### src/rtl/lsu_pkg.sv
package lsu_pkg;
  typedef enum logic [1:0] {
    OP_LOAD  = 2'd0,
    OP_STORE = 2'd1,
    OP_COPY  = 2'd2,
    OP_IMM   = 2'd3
  } lsu_op_e;

  typedef enum logic [1:0] {
    ST_IDLE  = 2'd0,
    ST_READ  = 2'd1,
    ST_WRITE = 2'd2,
    ST_FIN   = 2'd3
  } lsu_state_e;
endpackage

### src/rtl/lsu_seq.sv
module lsu_seq
  import lsu_pkg::*;
#(
  parameter int NBYTES = 8
) (
  input  logic       clk_i,
  input  logic       rst_ni,
  input  logic       start_i,
  input  lsu_op_e    op_i,
  output logic       accept_o,
  output logic       to_write_o,
  output lsu_state_e state_o,
  output lsu_op_e    op_o
);
  localparam int CNT_W = (NBYTES > 1) ? $clog2(NBYTES) : 1;
  localparam logic [CNT_W-1:0] LAST = CNT_W'(NBYTES - 1);

  lsu_state_e state_q, state_d;
  lsu_op_e    op_q;
  logic [CNT_W-1:0] cnt_q;
  logic xfer, last;

  assign accept_o   = start_i && (state_q == ST_IDLE);
  assign xfer       = (state_q == ST_READ) || (state_q == ST_WRITE);
  assign last       = cnt_q == LAST;
  assign to_write_o = (state_q == ST_READ) && last && (op_q == OP_COPY);

  always_comb begin
    state_d = state_q;
    unique case (state_q)
      ST_IDLE: if (accept_o) begin
        unique case (op_i)
          OP_IMM:   state_d = ST_FIN;
          OP_STORE: state_d = ST_WRITE;
          default:  state_d = ST_READ;
        endcase
      end
      ST_READ:  if (last) state_d = (op_q == OP_COPY) ? ST_WRITE : ST_FIN;
      ST_WRITE: if (last) state_d = ST_FIN;
      default:  state_d = ST_IDLE;
    endcase
  end

  always_ff @(posedge clk_i or negedge rst_ni) begin
    if (!rst_ni) begin
      state_q <= ST_IDLE;
      op_q    <= OP_LOAD;
      cnt_q   <= '0;
    end else begin
      state_q <= state_d;
      if (accept_o) op_q <= op_i;
      if (xfer) cnt_q <= last ? '0 : cnt_q + 1'b1;
      else      cnt_q <= '0;
    end
  end

  assign state_o = state_q;
  assign op_o    = op_q;
endmodule

### src/rtl/lsu_addr_gen.sv
module lsu_addr_gen #(
  parameter int ADDR_W = 64
) (
  input  logic              clk_i,
  input  logic              rst_ni,
  input  logic              load_i,
  input  logic [ADDR_W-1:0] base_i,
  input  logic              step_i,
  output logic [ADDR_W-1:0] addr_o
);
  logic [ADDR_W-1:0] addr_q;

  // load wins over step at the copy read->write turn
  always_ff @(posedge clk_i or negedge rst_ni) begin
    if (!rst_ni)     addr_q <= '0;
    else if (load_i) addr_q <= base_i;
    else if (step_i) addr_q <= addr_q + 1'b1;
  end

  assign addr_o = addr_q;
endmodule

### src/rtl/lsu_word_buf.sv
module lsu_word_buf #(
  parameter int DATA_W = 64,
  parameter int BYTE_W = 8
) (
  input  logic              clk_i,
  input  logic              rst_ni,
  input  logic              load_i,
  input  logic [DATA_W-1:0] load_val_i,
  input  logic              shift_i,
  input  logic [BYTE_W-1:0] byte_i,
  output logic [DATA_W-1:0] word_o,
  output logic [BYTE_W-1:0] byte_o
);
  logic [DATA_W-1:0] buf_q;

  // right shift: bytes read in enter at the top, so the first lands at the bottom
  always_ff @(posedge clk_i or negedge rst_ni) begin
    if (!rst_ni)      buf_q <= '0;
    else if (load_i)  buf_q <= load_val_i;
    else if (shift_i) buf_q <= {byte_i, buf_q[DATA_W-1:BYTE_W]};
  end

  assign word_o = buf_q;
  assign byte_o = buf_q[BYTE_W-1:0];
endmodule

### src/rtl/le_lsu.sv
module le_lsu
  import lsu_pkg::*;
#(
  parameter int ADDR_W = 64,
  parameter int DATA_W = 64,
  parameter int BYTE_W = 8,
  parameter int IMM_W  = 32
) (
  input  logic              clk_i,
  input  logic              rst_ni,
  input  logic              start_i,
  input  logic [1:0]        op_i,
  input  logic [DATA_W-1:0] opa_i,
  input  logic [DATA_W-1:0] opb_i,
  input  logic [IMM_W-1:0]  imm_i,
  output logic              busy_o,
  output logic              done_o,
  output logic              wb_valid_o,
  output logic [DATA_W-1:0] wb_data_o,
  output logic [ADDR_W-1:0] mem_addr_o,
  output logic              mem_re_o,
  output logic              mem_we_o,
  output logic [BYTE_W-1:0] mem_wdata_o,
  input  logic [BYTE_W-1:0] mem_rdata_i
);
  localparam int NBYTES = DATA_W / BYTE_W;

  lsu_state_e state;
  lsu_op_e    op_q, op_in;
  logic accept, to_write;
  logic [ADDR_W-1:0] dest_q;
  logic [DATA_W-1:0] init_val;

  assign op_in = lsu_op_e'(op_i);

  lsu_seq #(.NBYTES(NBYTES)) u_seq (
    .clk_i, .rst_ni, .start_i,
    .op_i      (op_in),
    .accept_o  (accept),
    .to_write_o(to_write),
    .state_o   (state),
    .op_o      (op_q)
  );

  always_ff @(posedge clk_i or negedge rst_ni) begin
    if (!rst_ni)      dest_q <= '0;
    else if (accept)  dest_q <= ADDR_W'(opa_i);
  end

  assign mem_re_o = state == ST_READ;
  assign mem_we_o = state == ST_WRITE;

  lsu_addr_gen #(.ADDR_W(ADDR_W)) u_addr (
    .clk_i, .rst_ni,
    .load_i(accept || to_write),
    .base_i(accept ? ADDR_W'(opb_i) : dest_q),
    .step_i(mem_re_o || mem_we_o),
    .addr_o(mem_addr_o)
  );

  always_comb begin
    unique case (op_in)
      OP_STORE: init_val = opa_i;
      OP_IMM:   init_val = DATA_W'(imm_i);
      default:  init_val = '0;
    endcase
  end

  lsu_word_buf #(.DATA_W(DATA_W), .BYTE_W(BYTE_W)) u_buf (
    .clk_i, .rst_ni,
    .load_i    (accept),
    .load_val_i(init_val),
    .shift_i   (mem_re_o || mem_we_o),
    .byte_i    (mem_re_o ? mem_rdata_i : '0),
    .word_o    (wb_data_o),
    .byte_o    (mem_wdata_o)
  );

  assign busy_o     = state != ST_IDLE;
  assign done_o     = state == ST_FIN;
  assign wb_valid_o = done_o && (op_q == OP_LOAD || op_q == OP_IMM);
endmodule

### config.mk
export PLATFORM = sky130hd
export DESIGN_NAME = le_lsu
export DESIGN_NICKNAME = d
export VERILOG_FILES = /design/src/rtl/lsu_pkg.sv /design/src/rtl/lsu_seq.sv /design/src/rtl/lsu_addr_gen.sv /design/src/rtl/lsu_word_buf.sv /design/src/rtl/le_lsu.sv
export SDC_FILE = /design/constraint.sdc
export NUM_CORES = 1
export LEC_CHECK = 0
export BUFFER_PORTS_ARGS = -buffer_cell sky130_fd_sc_hd__buf_2
export CAP_MARGIN = 10
export CORE_ASPECT_RATIO = 0.6
export CORE_MARGIN = 5
export CORE_UTILIZATION = 47
export DETAILED_ROUTE_END_ITERATION = 12
export HOLD_SLACK_MARGIN = 0.1
export PLACE_DENSITY = 0.77
export SYNTH_ARGS = -nofsm -noshare
export SYNTH_HDL_FRONTEND = slang
export SYNTH_SLANG_ARGS = --single-unit
### constraint.sdc
create_clock -name clk_i -period 2.24 [get_ports clk_i]
set_input_delay 0.224 -clock clk_i [delete_from_list [all_inputs] [get_ports clk_i]]
set_output_delay 0.224 -clock clk_i [all_outputs]
set_load 0.01 [all_outputs]
-- Word level (Yosys, flattened, before mapping)
Index checks and enable logic that the tools add are counted.
- flip-flop bits (word level): 199
- latch bits: 0
- bits in writable memories: 0
- ROM bits: 0
- output and inout port bits: 141
- logic and storage cells: 47
- memories: 0
- add/sub/neg operators: 2
- multipliers: 0
- div/mod/pow operators: 0
- $lt $le $gt $ge: 0
- eq/ne operators: 11
- shift operators: 0
- mux-type cells: 15
- bitwise logic cells: 0
- reductions and logical operators: 13
- operators by type and width (cell ; number):
    $mux 64 ; 5
    $pmux 64 s2 ; 1
    $add 64x1->64 const B ; 1
    $eq 2x2->1 const B ; 5
    $mux 8 ; 1
    $mux 2 ; 3
    $mux 3 ; 2
    $pmux 2 s3 ; 1
    $reduce_bool 2->1 ; 3
    $eq 2x1->1 const B ; 2
    $logic_and 1x1->1 ; 4
    $logic_not 2->1 ; 2
    $ne 2x1->1 const B ; 2
    $pmux 2 s2 ; 1
    $add 3x1->3 const B ; 1
    $eq 3x3->1 const B ; 1
    $logic_or 1x1->1 ; 3
    $reduce_and 3->1 ; 1
    $ne 2x2->1 const B ; 1
    $mux 1 ; 1

-- Longest topological paths before layout
- depth in word-level cells: 5
- depth in mapped cells: 11
- depth with buffers taken out: 8

-- By module
Synthesis repeated with hierarchy kept, for this count alone.
- cell total of the unflattened synthesis: 1274
- area total of the unflattened synthesis: 11245.8 um^2
- by module, submodules not included (module ; instances ; cells each ; area an instance (um^2)):
    le_lsu ; 1 ; 530 ; 4057.6
    lsu_addr_gen ; 1 ; 422 ; 3748.6
    lsu_word_buf ; 1 ; 285 ; 3025.4
    lsu_seq ; 1 ; 37 ; 414.1

-- Worst setup path before layout
No wires, ideal clock.
- kind: register to register
- start: register u_seq.state_q[0] (netlist: u_seq.state_o[0])
- end: register u_addr.addr_q[54] (netlist: u_addr.addr_o[54])
- library setup time: 0.124 ns
- arrival: 2.032 ns
- required time: 2.116 ns
- setup slack: 0.084 ns
- cell stages (with the launch flop): 10
- path buffers: 1
- path through: dfrtp_1 -> inv_1 -> ha_1 -> clkbuf_1 -> inv_1 -> nor3_1 -> nand3_1 -> o31a_1 -> nor3_1 -> o21ai_1
- cells in the longest elaborated chain, start to end: 5
- elaborated cells between the ends (all ways): 11
- classes of those cells: eq/ne: 2; mux: 2; reduce/logical: 7
- ends and longest elaborated chain (item ; line ; text):
    from (decl) ; lsu_seq.sv:18 ; lsu_state_e state_q, state_d;
    from (signal assigned) ; lsu_seq.sv:50 ; state_q <= state_d;
    $eq 2x1->1 ; lsu_seq.sv:26, le_lsu.sv:50 ;
    $logic_and 1x1->1 (2 in a row) ; lsu_seq.sv:26 ; assign to_write_o = (state_q == ST_READ) && last && (op_q == OP_COPY);
    $logic_or 1x1->1 ; le_lsu.sv:55 ; .load_i(accept || to_write),
    $mux 64 / $reduce_bool 2->1 (equally long branches) ; -- ;
    to (signal assigned) ; lsu_addr_gen.sv:16 ; else if (load_i) addr_q <= base_i;
    to (signal assigned) ; lsu_addr_gen.sv:17 ; else if (step_i) addr_q <= addr_q + 1'b1;
    to (decl) ; lsu_addr_gen.sv:11 ; logic [ADDR_W-1:0] addr_q;
Several ways; a longest one is shown, not always the timed one.
A chain may end at the register's enable or synchronous reset.

-- Worst setup path in the final report
- start: register u_seq.state_q[0] (netlist: u_seq.state_o[0])
- end: register u_addr.addr_q[31] (netlist: u_addr.addr_o[31])
Same word-level chain as after synthesis.

==> impl_metrics.py <==
metrics = {
    "clocking": {
        "htree_levels": 4,
        "numCtsBuffers": 17,
        "root_buffer": "clkbuf_16",
        "cts_tree": "yes",
        "clk_pin_slew_ps": 70,
        "clk_path_buf_depth": 2,
        "clock_latency_ps": 440,
        "clock-sinks": 199,
    },
    "setup_path": {
        "critical_path.cell_chain": "inv_1, ha_4, a21oi_1, nand2_1, buf_4, nand3_1, nor2_1, nor4_1",
        "arrival_ps": 2580,
        "reg2reg_depth": 8,
        "required_ps": 2580,
        "critPathLaunchType": "flip-flop",
        "slowest_delay_ps": 420,
        "crit_type": "reg -> reg",
        "crit_path_end_kind": "flip-flop",
        "worst_path_max_delay_cell": "dfrtp_1",
        "critical_path.max_fanout": 12,
    },
    "global_route": {
        "grt_max_degree": 71,
        "grt-ovfl-total": 0,
        "first_global_vias": 12034,
        "track_usage_pct": 35.43,
        "grt_pass1_wl_um": 71050,
        "antenna_found_initial": 2,
    },
    "yosys": {
        "seq_area_frac_synth_pct": 46.68,
        "synth_top_cell_area_share_pct": 46.68,
        "ys_types": 66,
        "syn_avg_cell_area_um2": 8.480,
        "synthTopCellsByArea": "dfrtp_1, nand2_1, o21ai_0",
        "synth_cells": 1258,
        "ys_ff_latch": 199,
        "synth_edf_count": 0,
        "synth_area_um2": 10670,
        "synth_nets": 1439,
        "synth_top_area_cell": "dfrtp_1",
        "synth_ff_type": "dfrtp_1",
        "synth-async-reset-ratio_pct": 100.0,
        "ys.warnings.count": 0,
    },
    "placed_design": {
        "hpwlAfterDp_um": 33350,
        "place_ws_ps": 32.62,
        "io_buffer_count": 313,
        "gp_congestion": 1.011,
    },
    "floorplanning": {
        "ios": 314,
        "row_count": 42,
        "initial_core_util_pct": 48.10,
        "core_area_um2": 22180,
        "die_area_um2": 25910,
        "fp.dieW_um": 204.5,
        "die_h_um": 126.7,
    },
    "route": {
        "drt_iter0_drc": 1367,
        "ant_nets": 0,
        "routed-via-count": 12454,
        "wirelength_um": 47610,
        "detail_route.first_pass.iterations": 7,
        "drc_errors": 0,
        "wl_per_cell_um": 23.11,
        "viasPerCell": 6.046,
    },
    "sta": {
        "setup_viol": 0,
        "maxSlewViolCount": 0,
        "hold_viol_final": 0,
        "tightest_slew_ps": 696.4,
        "max_freq_mhz": 447.8,
        "rsz0062_at_grt": "yes",
        "maxSlewHeadroom_pct": 53.57,
        "fin_crit_ps": 2233,
        "fin_crit_sh_pct": 99.69,
        "skew_ps": 7.565,
        "fin_ws_ps": 6.984,
        "tns_ps": 0,
    },
    "layout": {
        "mostFrequentLayoutCell": "nand2_1",
        "syn_to_final_growth_pct": 42.31,
        "seqCellArea_um2": 4980,
        "multi_input_area_um2": 5379,
        "drive_above_1_share_pct": 28.42,
        "most-common-layout-cells": "nand2_1, buf_2, dfrtp_1, dlygate4sd3_1, buf_4",
        "nFillCells": 1757,
        "nNetsFinal": 1917,
    },
    "job": {
        "maxCapViolCount": 0,
    },
    "power": {
        "p_clk_share_pct": 14.9,
        "p_leak_nw": 7.393,
        "swShare_pct": 46.47,
        "switching_power_mw": 10.03,
        "power_density_nw_per_um2": 1422,
        "max-vdd-ir-drop_uv": 742.9,
        "power_frac_comb_pct": 53.0,
        "sequentialPowerShare_pct": 32.1,
        "p_int_mw": 11.55,
    },
    "hold_path": {
        "holdPathStages": 3,
        "hold_path.class": "in -> reg",
    },
    "run_status": {
        "outcome": "complete, no violations",
    },
}
-- registers in the layout, indices dropped and copies added, names as in the netlist --
register	flops
dest_q	64
u_seq.op_o	2
u_buf.word_o	64
u_addr.addr_o	64
u_seq.cnt_q	3
u_seq.state_o	2
-- stage by stage --
| step | power (mW) | std cells | hold WS (ps) | cell area (µm²) | util, % |
|---|---|---|---|---|---|
| floorplan | 12.69 | 1258 | -71.59 | 10670 | - |
| global placement | 17.36 | 1895 | 267.8 | 13200 | 59.51 |
| detailed placement | 17.60 | 1895 | 274.4 | 13200 | 59.51 |
| CTS | 21.03 | 2054 | 102.9 | 15070 | 67.95 |
| global route | 22.70 | 2059 | 114.2 | 15180 | 68.44 |
| finish | 21.58 | 2060 | 113.0 | 15180 | 68.46 |
-- cells in the mapped netlist (all sizes together), types with 4 or more instances --
master and n:
and3 37, a21o 27, nand2 324, a311o 4, o221ai 11, o22ai 12
a31oi 7, o31ai 4, mux2i 36, xor2 13, xnor2 8, and2 9
a311oi 10, o21ai 100, a21oi 81, inv 10, o32a 4, and4 13
nor3 30, nor4 18, a211oi 8, nor2 73, or3 12, nand3 42
o31a 4, or4 5, clkbuf 64, nand4 31, dfrtp 199, ha 8
buf 29
-- power groups by stage --
stage | clock (mW) | sequential, mW | combinational (mW)
6_report | 3.22 | 6.92 | 11.4
4_1_cts | 3.25 | 6.82 | 11.0
3_3_place_gp | 0 | 6.80 | 10.6
2_1_floorplan | 0 | 7.08 | 5.61
5_1_grt | 3.39 | 7.11 | 12.2
3_5_place_dp | 0 | 6.87 | 10.7
-- metal layers --
| metal | track usage [%] | up-vias | wire length (µm) |
|---|---|---|---|
| met1 | 49.32 | 5953 | 19010 |
| met5 | 0 | - | 0 |
| met4 | 12.80 | 0 | 1707 |
| met3 | 8.980 | 155 | 5708 |
| met2 | 54.14 | 919 | 21190 |
| li1 | - | 5427 | - |
-- cell type report --
cell class / count / share of cell area [%]
Sequential cell: 199 / 32.80
Multi-Input combinational cell: 957 / 35.43
Antenna cell: 3 / 0.04945
Timing Repair Buffer: 551 / 24.98
Clock inverter: 14 / 1.055
Clock buffer: 18 / 2.893
Tap cell: 308 / 2.539
Inverter: 10 / 0.2473
-- path summary, 6_finish.rpt --
path | end | slack [ps] | start
worst max-delay path | u_addr.addr_o[31]$_DFFE_PN0P_ | 7 | u_seq.state_o[0]$_DFFE_PN0P_
min in group asynchronous | u_addr.addr_o[18]$_DFFE_PN0P_ | 340 | rst_ni
worst min-delay path | u_addr.addr_o[14]$_DFFE_PN0P_ | 110 | opb_i[14]
worst max register to register | u_addr.addr_o[31]$_DFFE_PN0P_ | 7 | u_seq.state_o[0]$_DFFE_PN0P_
max in group asynchronous | dest_q[6]$_DFFE_PN0N_ | 1170 | rst_ni
worst min register to register | u_seq.cnt_q[0]$_DFF_PN0_ | 440 | u_seq.cnt_q[0]$_DFF_PN0_
-- kinds of logic (layout without fill, tap and decap cells) --
kind of cell             count (synthesis)  in the layout  share of synthesized area [%]
adder cells (fa/ha/maj)                  8              8                         0.9383
other                                    0              3                              0
AO/OA/AOI/OAI                          292            292                          16.88
AND/OR/NAND/NOR                        599            600                          26.33
XOR/XNOR                                21             21                          1.724
multiplexers                            36             36                          3.378
flip-flops                             199            199                          46.68
buffers and inverters                  103            593                          4.070
-- what timing repair did --
action,4_1_cts,5_1_grt
setup endpoints to repair,0,30
setup buffers,0,2
hold buffers,127,0
hold endpoints to repair,221,0
resized for setup,0,17
-- worst max-delay path, delay by kind of cell (launching register included) --
kind	cells	cell delay [ps]
simple gates	4	790
fa+ha+maj	1	250
buf+inv	2	360
compound gates	1	310
flops	1	420
(Power assumes the default switching activity.)
